$ cat src/rtl/lvds7_pkg.sv
package lvds7_pkg;
   typedef enum logic [1:0] {
      PACK_NARROW = 2'b00,
      PACK_WIDE   = 2'b01,
      PACK_DUAL   = 2'b10,
      PACK_SPARE  = 2'b11
   } pack_mode_e;

   localparam int unsigned SLOT_N = 7;
   localparam logic [SLOT_N-1:0] CLK_SHAPE = 7'b1100011;
endpackage

$ cat src/rtl/lvds7_slot_map.sv
module lvds7_slot_map #(
   parameter int unsigned COLOR_W = 8,
   parameter int unsigned KEEP_W  = 6,
   parameter int unsigned SLOTS   = 7,
   parameter int unsigned LANES   = 4,
   localparam int unsigned PIX_W  = 3 * COLOR_W,
   localparam int unsigned LOW_W  = COLOR_W - KEEP_W,
   localparam int unsigned CORE_W = 3 * KEEP_W + 3,
   localparam int unsigned EXT_W  = 3 * LOW_W + 1,
   localparam int unsigned WORD_W = LANES * SLOTS
) (
   input  logic [PIX_W-1:0]  pix,
   input  logic              hs,
   input  logic              vs,
   input  logic              de,
   input  logic              wide,
   input  logic              en,
   output logic [WORD_W-1:0] word
);
   logic [COLOR_W-1:0] red, grn, blu;
   logic [CORE_W-1:0]  core;
   logic [EXT_W-1:0]   ext;

   assign red = pix[PIX_W-1 -: COLOR_W];
   assign grn = pix[2*COLOR_W-1 -: COLOR_W];
   assign blu = pix[COLOR_W-1:0];

   // upper colour bits, then sync/enable, fill lanes 0..2
   assign core = {red[COLOR_W-1 -: KEEP_W], grn[COLOR_W-1 -: KEEP_W],
                  blu[COLOR_W-1 -: KEEP_W], hs, vs, de};
   // colour LSBs plus the zero control pad on the last lane
   assign ext  = {red[LOW_W-1:0], grn[LOW_W-1:0], blu[LOW_W-1:0], 1'b0};

   always_comb begin
      word = '0;
      if (en) begin
         word[WORD_W-1 -: CORE_W] = core;
         if (wide) word[EXT_W-1:0] = ext;
      end
   end
endmodule

$ cat src/rtl/lvds7_shifter.sv
module lvds7_shifter #(
   parameter int unsigned SLOTS  = 7,
   parameter bit          ROTATE = 1'b0
) (
   input  logic             clk,
   input  logic             rst_n,
   input  logic             load,
   input  logic [SLOTS-1:0] word,
   output logic             bit_o
);
   logic [SLOTS-1:0] sh_q;

   always_ff @(posedge clk or negedge rst_n) begin
      if (!rst_n)    sh_q <= '0;
      else if (load) sh_q <= word;
      else           sh_q <= {sh_q[SLOTS-2:0], ROTATE ? sh_q[SLOTS-1] : 1'b0};
   end

   assign bit_o = sh_q[SLOTS-1];
endmodule

$ cat src/rtl/lvds7_serializer.sv
module lvds7_serializer
   import lvds7_pkg::*;
#(
   parameter int unsigned COLOR_W    = 8,
   parameter int unsigned KEEP_W     = 6,
   parameter int unsigned DATA_LANES = 4,
   parameter int unsigned CHANNELS   = 2,
   localparam int unsigned PIX_W     = 3 * COLOR_W,
   localparam int unsigned WORD_W    = DATA_LANES * SLOT_N,
   localparam int unsigned OUT_W     = DATA_LANES * CHANNELS
) (
   input  logic                clk_ser,
   input  logic                rst_n,
   input  logic                load_stb,
   input  logic [1:0]          mode_i,
   input  logic [PIX_W-1:0]    pix_even_i,
   input  logic [PIX_W-1:0]    pix_odd_i,
   input  logic                hsync_i,
   input  logic                vsync_i,
   input  logic                de_i,
   output logic [OUT_W-1:0]    data_lane_o,
   output logic [CHANNELS-1:0] clk_lane_o
);
   if (3 * KEEP_W + 3 != 3 * SLOT_N) begin : g_bad_core
      $error("narrow packing must fill exactly three lanes");
   end
   if (3 * (COLOR_W - KEEP_W) + 1 != SLOT_N) begin : g_bad_ext
      $error("colour LSBs plus pad must fill exactly one lane");
   end
   if (DATA_LANES != 4 || CHANNELS != 2) begin : g_bad_lanes
      $error("four lanes per channel and two channels are required");
   end

   pack_mode_e mode;
   logic       dual, wide;

   assign mode = pack_mode_e'(mode_i);
   assign dual = (mode == PACK_DUAL);
   assign wide = (mode != PACK_NARROW);

   for (genvar ch = 0; ch < CHANNELS; ch++) begin : g_ch
      logic [WORD_W-1:0] word;
      logic              ch_en;

      assign ch_en = (ch == 0) ? 1'b1 : dual;

      lvds7_slot_map #(
         .COLOR_W(COLOR_W), .KEEP_W(KEEP_W), .SLOTS(SLOT_N), .LANES(DATA_LANES)
      ) u_map (
         .pix  ((ch == 0) ? pix_even_i : pix_odd_i),
         .hs   (hsync_i),
         .vs   (vsync_i),
         .de   (de_i),
         .wide (wide),
         .en   (ch_en),
         .word (word)
      );

      for (genvar ln = 0; ln < DATA_LANES; ln++) begin : g_ln
         lvds7_shifter #(.SLOTS(SLOT_N), .ROTATE(1'b0)) u_sh (
            .clk   (clk_ser),
            .rst_n (rst_n),
            .load  (load_stb),
            .word  (word[WORD_W-1-ln*SLOT_N -: SLOT_N]),
            .bit_o (data_lane_o[ch*DATA_LANES+ln])
         );
      end

      lvds7_shifter #(.SLOTS(SLOT_N), .ROTATE(1'b1)) u_clk (
         .clk   (clk_ser),
         .rst_n (rst_n),
         .load  (load_stb),
         .word  (ch_en ? CLK_SHAPE : '0),
         .bit_o (clk_lane_o[ch])
      );
   end
endmodule

$ cat config.mk
export PLATFORM = sky130hd
export DESIGN_NAME = lvds7_serializer
export DESIGN_NICKNAME = d
export VERILOG_FILES = /design/src/rtl/lvds7_pkg.sv /design/src/rtl/lvds7_slot_map.sv /design/src/rtl/lvds7_shifter.sv /design/src/rtl/lvds7_serializer.sv
export SDC_FILE = /design/constraint.sdc
export NUM_CORES = 1
export LEC_CHECK = 0
export ABC_AREA = 1
export BUFFER_PORTS_ARGS = -buffer_cell sky130_fd_sc_hd__buf_2
export CAP_MARGIN = 0
export CORE_MARGIN = 5
export CORE_UTILIZATION = 45
export DETAILED_ROUTE_END_ITERATION = 7
export GPL_TIMING_DRIVEN = 0
export PLACE_DENSITY_LB_ADDON = 0.08
export SYNTH_ARGS = -nofsm -noshare
export SYNTH_HDL_FRONTEND = slang
export SYNTH_SLANG_ARGS = --single-unit
$ cat constraint.sdc
create_clock -name clk_ser -period 1 [get_ports clk_ser]
set_input_delay 0.2 -clock clk_ser [delete_from_list [all_inputs] [get_ports clk_ser]]
set_output_delay 0.2 -clock clk_ser [all_outputs]
set_load 0.005 [all_outputs]
==> results of run 1 <==
==> per-layer routing <==
metal	share of wire, %	up-vias	GRT usage (%)
met5	0	-	0
met4	2.4	0	8.37
met3	6.8	10	3.97
met2	47	51	24.2
met1	43	943	20.7
li1	-	972	-
==> sequential cells by signal (all words and copies together), names as in the netlist <==
| signal | flops |
|---|---|
| g_ch.g_ln.u_sh.sh_q | 54 |
| g_ch.u_clk.sh_q | 14 |
==> power by group through the flow <==
stage / registers [µW] / clock network (µW) / logic [µW]
floorplan: 3000 / 0 / 309
global placement: 3000 / 0 / 562
detailed placement: 3010 / 0 / 569
CTS: 2960 / 2240 / 565
global route: 2980 / 2380 / 633
finish: 2960 / 2190 / 552
==> cells by family after synthesis <==
| kind of cell | share of synthesized area, % |
|---|---|
| DFF | 63.3 |
| AOI/OAI and AO/OA | 0.372 |
| buffers and inverters | 10.3 |
| and+or+nand+nor | 26.1 |
==> through the flow <==
stage | setup WS [ps] | TNS [ps] | std cells
2_1_floorplan | 205 | 0 | 276
3_3_place_gp | -603 | -40710 | 415
3_5_place_dp | 74.9 | 0 | 415
4_1_cts | -60.5 | -403 | 421
5_1_grt | -87.7 | -598 | 421
6_report | -41.6 | -224 | 421
==> worst min path at each step <==
stage	startpoint	end	slack, ps
after floorplan	rst_n	g_ch[0].g_ln[0].u_sh.sh_q[0]	-100
after global placement	pix_even_i[6]	g_ch[0].g_ln[1].u_sh.sh_q[0]	390
after detailed placement	rst_n	g_ch[0].g_ln[1].u_sh.sh_q[6]	360
after CTS	rst_n	g_ch[0].g_ln[1].u_sh.sh_q[6]	-2
after global routing	rst_n	g_ch[0].g_ln[1].u_sh.sh_q[6]	40
final	rst_n	g_ch[0].g_ln[0].u_sh.sh_q[4]	-40
==> placed cells by master (no fill, tap or decap) <==
cell type,count
clkbuf_8,14
buf_2,55
buf_4,9
o21ai_1,1
dfrtp_1,68
buf_8,1
inv_1,13
clkbuf_1,2
nor2_1,11
nand4_1,21
or2_1,4
o21ai_0,1
inv_2,3
nand2_2,1
nand2_1,121
buf_6,15
nand3_4,1
nand3_1,5
==> area by class of cell <==
class / instances / area, µm² / share of cell area, %
clock buffer: 16 / 200 / 6.08
tap: 75 / 93.8 / 2.85
buffer: 16 / 141 / 4.29
timing repair buffer: 64 / 385 / 11.7
inverter: 16 / 60.1 / 1.82
multi-input combinational: 166 / 711 / 21.6
sequential: 68 / 1700 / 51.7
==> repair_timing <==
action / CTS / global route
resized for setup: 10 / 0
setup endpoints to repair: 10 / 10
hold endpoints to repair: 6 / 0
buffers inserted: 0 / 0
==> impl_metrics.csv, run 1 <==
group,metric,value,unit
synthesis,ys_types,16,
global_route,first_global_vias,2024,
critical_path,critPathLaunch,"g_ch[0].u_clk.sh_q[6]",
outcome,violations,"hold timing, setup timing",
synthesis,yosysWarningCount,0,
critical_path,worst-endpoint-arrival,840,ps
route,wire_per_inst,12.7,µm
outcome,outcome,"finished with violations",
finish,area_growth_syn_to_layout,22.5,%
synthesis,netlist_instances,276,
timing,timing.final.max_slew_violations,0,
critical_path,critPathCaptureType,"output port",
place,gpl.final_weighted_congestion,0.711,
timing,timing.final.ws_setup,-41.6,ps
min_path,class_of_the_most_critical_hold_timing_path,"in2async",
critical_path,cp_slowest_stage_delay,390,ps
synthesis,postSynthRegisterBits,68,
critical_path,reg2reg_to,"g_ch[0].u_clk.sh_q[0]",
critical_path,timing.setup.critical_path_class,"reg2out",
critical_path,timing.critical_path.from_type,"register",
timing,final-hold-violation-count,67,
synthesis,netlist_top_cells_count,"nand2_1, dfrtp_1, nand4_1, buf_4, inv_1",
flow_run,cap_viol_max_count,0,
timing,minimum_clock_period_after_layout,1040,ps
floorplan,initial_utilization,46.0,%
route,detail_route.wirelength,5330,µm
floorplan,die_h,87.3,µm
clocking,tritoncts,"yes",
route,viasPerCell,4.69,
global_route,grt_antenna_before_repair,0,
critical_path,rr_startpoint,"g_ch[0].u_clk.sh_q[6]",
place,dpl-instance-area,3110,µm²
synthesis,synth_top_cell_by_area,"dfrtp_1",
place,detailed_place_hpwl,3610,µm
power_and_ir_drop,p_int,4410,µW
critical_path,critical_path_cell_by_cell,"buf_6",
timing,final_min_period_over_clock_period,104,%
finish,antenna-diode-count,0,
power_and_ir_drop,switching_share,22.6,%
critical_path,crit_family,"flip-flops",
route,via_count,1976,
synthesis,synth.cell_area,2690,µm²
critical_path,crit_cells,1,
global_route,global_route.overflow_total,0,
route,drt_iter0_drc,121,
timing,setup_viol_count_final,10,
timing,tightest_slew,829,ps
finish,final_core_utilization,56.3,%
timing,timing.max_slew.rel_slack,44.7,%
power_and_ir_drop,power.clock.fraction,38.3,%
clocking,master_cell_of_the_clock_root_buffer,"clkbuf_8",
power_and_ir_drop,power_density,1730,nW/µm²
synthesis,share_of_flip_flops_with_an_asynchronous_set_or_reset_after_synthesis,100,%
synthesis,synthDominantCellAreaShare,63.3,%
power_and_ir_drop,p_seq_share,52.0,%
floorplan,die_w,87.3,µm
route,drt-pass1-iter-count,4,
clocking,cts.sinks,68,
synthesis,synth_area_per_cell,9.74,µm²
route,drt.antenna.violating_nets,0,
clocking,cts.reportedPaths.clkPinSlew,70,ps
synthesis,synth-seq-area-share,63.3,%
timing,max_freq,960,MHz
floorplan,placementRows,28,
synthesis,synth-edff-count,0,
synthesis,synthesis.nets,332,
clocking,h-tree-depth,3,
finish,n_fill_cell,550,
synthesis,ys.flop_type,"dfrtp_1",
power_and_ir_drop,power.share.combinational,9.7,%
route,post-route-drc-count,0,
timing,rsz0062_at_grt,"true",
finish,num-nets-final,397,
power_and_ir_drop,power_leakage,0.00186,µW
clocking,source_to_sink_clock_delay_at_the_later_pin_of_the_worst_skew_pair,330,ps
finish,layout.cell_area.non_filler,3290,µm²
timing,fin_worst_hold_slack,-43.4,ps
critical_path,path_buf_inv,1,
synthesis,synth.top_cells.by_area,"dfrtp_1, nand2_1, buf_4",
global_route,grt_usage,15.8,%
critical_path,crit_path_end,"clk_lane_o[0]",
timing,clock-skew-final,6.15,ps
finish,post_route_cells_drive_above_1_share,28.6,%
power_and_ir_drop,ir_worst_vdd,1.08,mV
global_route,grt_max_degree,69,
clocking,tritoncts.num_buffers,9,
critical_path,worst-endpoint-required,800,ps
floorplan,pin_count,66,
synthesis,synth_most_common_cell,"nand2_1",
critical_path,timing.reg2reg.worst_path_depth,1,
power_and_ir_drop,p_sw,1290,µW
global_route,grt_first_pass_wirelength,9110,µm
floorplan,core_area,5850,µm²
place,io_buffer_count,64,
critical_path,cp_slowest_cell,"dfrtp_1",
floorplan,dieArea,7620,µm²
clocking,max-clock-path-buffers,2,
critical_path,crit_fanout,2,
power_and_ir_drop,total_power,5700,µW
critical_path,reg2reg_slack,280,ps
Power figures use the tool's default switching activity.
==> inputs of run 2 (changes only) <==
Settings changed: CORE_UTILIZATION 45 to 40.
==> impl_metrics.csv, run 2 (same netlist as run 1, synthesis figures left out) <==
group,metric,value,unit
finish,final_common_cell,"nand2_1",
floorplan,dieArea,8460,µm²
route,wire_per_inst,12.8,µm
timing,final_min_period_over_clock_period,106,%
critical_path,timing.critical_path.from_type,"register",
floorplan,initial_utilization,41.6,%
route,post-route-drc-count,0,
power_and_ir_drop,ir_worst_vdd,0.969,mV
timing,rsz0062_at_grt,"true",
finish,top_register,"g_ch.g_ln.u_sh.sh_q",
finish,largest_registers,"g_ch.g_ln.u_sh.sh_q x54, g_ch.u_clk.sh_q x14",
finish,layout_common_cells,"nand2_1, dfrtp_1, buf_2",
clocking,max-clock-path-buffers,2,
critical_path,crit_family,"flip-flops",
critical_path,critPathCaptureType,"output port",
floorplan,die_h,92.0,µm
critical_path,critical_path_cell_by_cell,"buf_2",
timing,timing.final.ws_setup,-55.7,ps
place,post-place-ws,60.9,ps
timing,clock-skew-final,3.84,ps
clocking,h-tree-depth,3,
place,dpl-instance-area,3110,µm²
critical_path,worst-endpoint-required,800,ps
global_route,first_global_vias,1942,
place,detailed_place_hpwl,3680,µm
critical_path,timing.reg2reg.worst_path_depth,2,
critical_path,reg2reg_to,"g_ch[0].u_clk.sh_q[0]",
timing,max_freq,947,MHz
floorplan,pin_count,66,
finish,seqCellArea,1700,µm²
clocking,source_to_sink_clock_delay_at_the_later_pin_of_the_worst_skew_pair,330,ps
power_and_ir_drop,power_leakage,0.00186,µW
clocking,tritoncts,"yes",
clocking,master_cell_of_the_clock_root_buffer,"clkbuf_8",
place,numPlacedInstances,417,
finish,n_fill_cell,631,
timing,tightest_slew,838,ps
finish,area_growth_syn_to_layout,22.0,%
finish,antenna-diode-count,0,
floorplan,core_area,6460,µm²
timing,timing.max_slew.rel_slack,44.1,%
global_route,grt_first_pass_wirelength,8840,µm
critical_path,cp_slowest_cell,"dfrtp_1",
route,via_count,1927,
critical_path,crit_fanout,2,
clocking,cts.sinks,68,
clocking,tritoncts.num_buffers,9,
critical_path,cp_slowest_stage_delay,390,ps
critical_path,path_buf_inv,1,
global_route,grt_max_degree,69,
power_and_ir_drop,power_density,1720,nW/µm²
finish,num-nets-final,398,
outcome,violations,"hold timing, setup timing",
critical_path,worst-endpoint-arrival,860,ps
finish,layout.cell_area.non_filler,3280,µm²
timing,final-hold-violation-count,56,
finish,largest_register_ff_count,54,
route,drt_iter0_drc,37,
outcome,outcome,"finished with violations",
global_route,grt_usage,13.5,%
flow_run,cap_viol_max_count,0,
route,drt-pass1-iter-count,4,
critical_path,timing.setup.critical_path_class,"reg2out",
floorplan,die_w,92.0,µm
route,detail_route.wirelength,5400,µm
global_route,global_route.overflow_total,0,
global_route,grt_antenna_before_repair,0,
timing,timing.final.max_slew_violations,0,
timing,minimum_clock_period_after_layout,1060,ps
finish,finish.cell_count_without_fillers,423,
clocking,cts.reportedPaths.clkPinSlew,70,ps
finish,multi_input_comb_area,711,µm²
finish,post_route_cells_drive_above_1_share,28.3,%
floorplan,placementRows,29,
min_path,class_of_the_most_critical_hold_timing_path,"in2async",
place,io_buffer_count,64,
route,viasPerCell,4.56,
place,gpl.final_weighted_congestion,0.716,
critical_path,reg2reg_slack,180,ps
critical_path,rr_startpoint,"g_ch[0].u_clk.sh_q[6]",
power_and_ir_drop,total_power,5660,µW
timing,fin_worst_hold_slack,-24.1,ps
route,drt.antenna.violating_nets,0,
timing,setup_viol_count_final,10,
-- run 2: layout make-up --
cell class              count  share of cell area, %
plain buffers              16                   4.31
clock buffers              13                   4.54
clock inverters             2                   1.07
inverters                  16                   1.83
multi-input cells         166                   21.7
flip-flops and latches     68                   51.9
well taps                  77                   2.94
repair buffers             65                   11.8
-- run 2: through the flow --
step | TNS [ps] | utilization, % | hold slack [ps]
after floorplan | 0 | - | -95.6
after global placement | -41900 | 48.1 | 393
after detailed placement | 0 | 48.1 | 366
after CTS | -411 | 50.8 | 1.09
after global routing | -528 | 50.8 | 49.3
final | -193 | 50.8 | -24.1
-- run 2: worst max-delay path by stage --
stage / start / to / cells after the start
global route: g_ch[1].u_clk.sh_q[6] / clk_lane_o[1] / 1
finish: g_ch[1].u_clk.sh_q[6] / clk_lane_o[1] / 1
floorplan: load_stb / g_ch[0].u_clk.sh_q[1] / 3
CTS: g_ch[1].u_clk.sh_q[6] / clk_lane_o[1] / 1
global placement: rst_n / g_ch[1].g_ln[1].u_sh.sh_q[0] / 1
detailed placement: rst_n / g_ch[1].g_ln[1].u_sh.sh_q[2] / 1
-- run 2: what timing repair did --
action / CTS / global route
buffers inserted: 1 / 0
hold endpoints to repair: 0 / 0
endpoints found under the setup margin: 10 / 10
resized for setup: 9 / 0
hold buffers: 0 / 0
-- run 2: metal layers --
metal	share of wire, %	track usage (%)	wire [µm]	vias to the layer above
li1	-	-	-	977
met3	4.6	3.19	249	10
met5	0	0	0	-
met2	47	21.8	2540	41
met1	46	16.8	2510	899
met4	2.0	7.05	107	0
-- run 2: where the power goes --
group | internal, µW | switching [µW]
Clock | 1210 | 938
Combinational | 252 | 303
Sequential | 2910 | 45.9
Total | 4370 | 1290
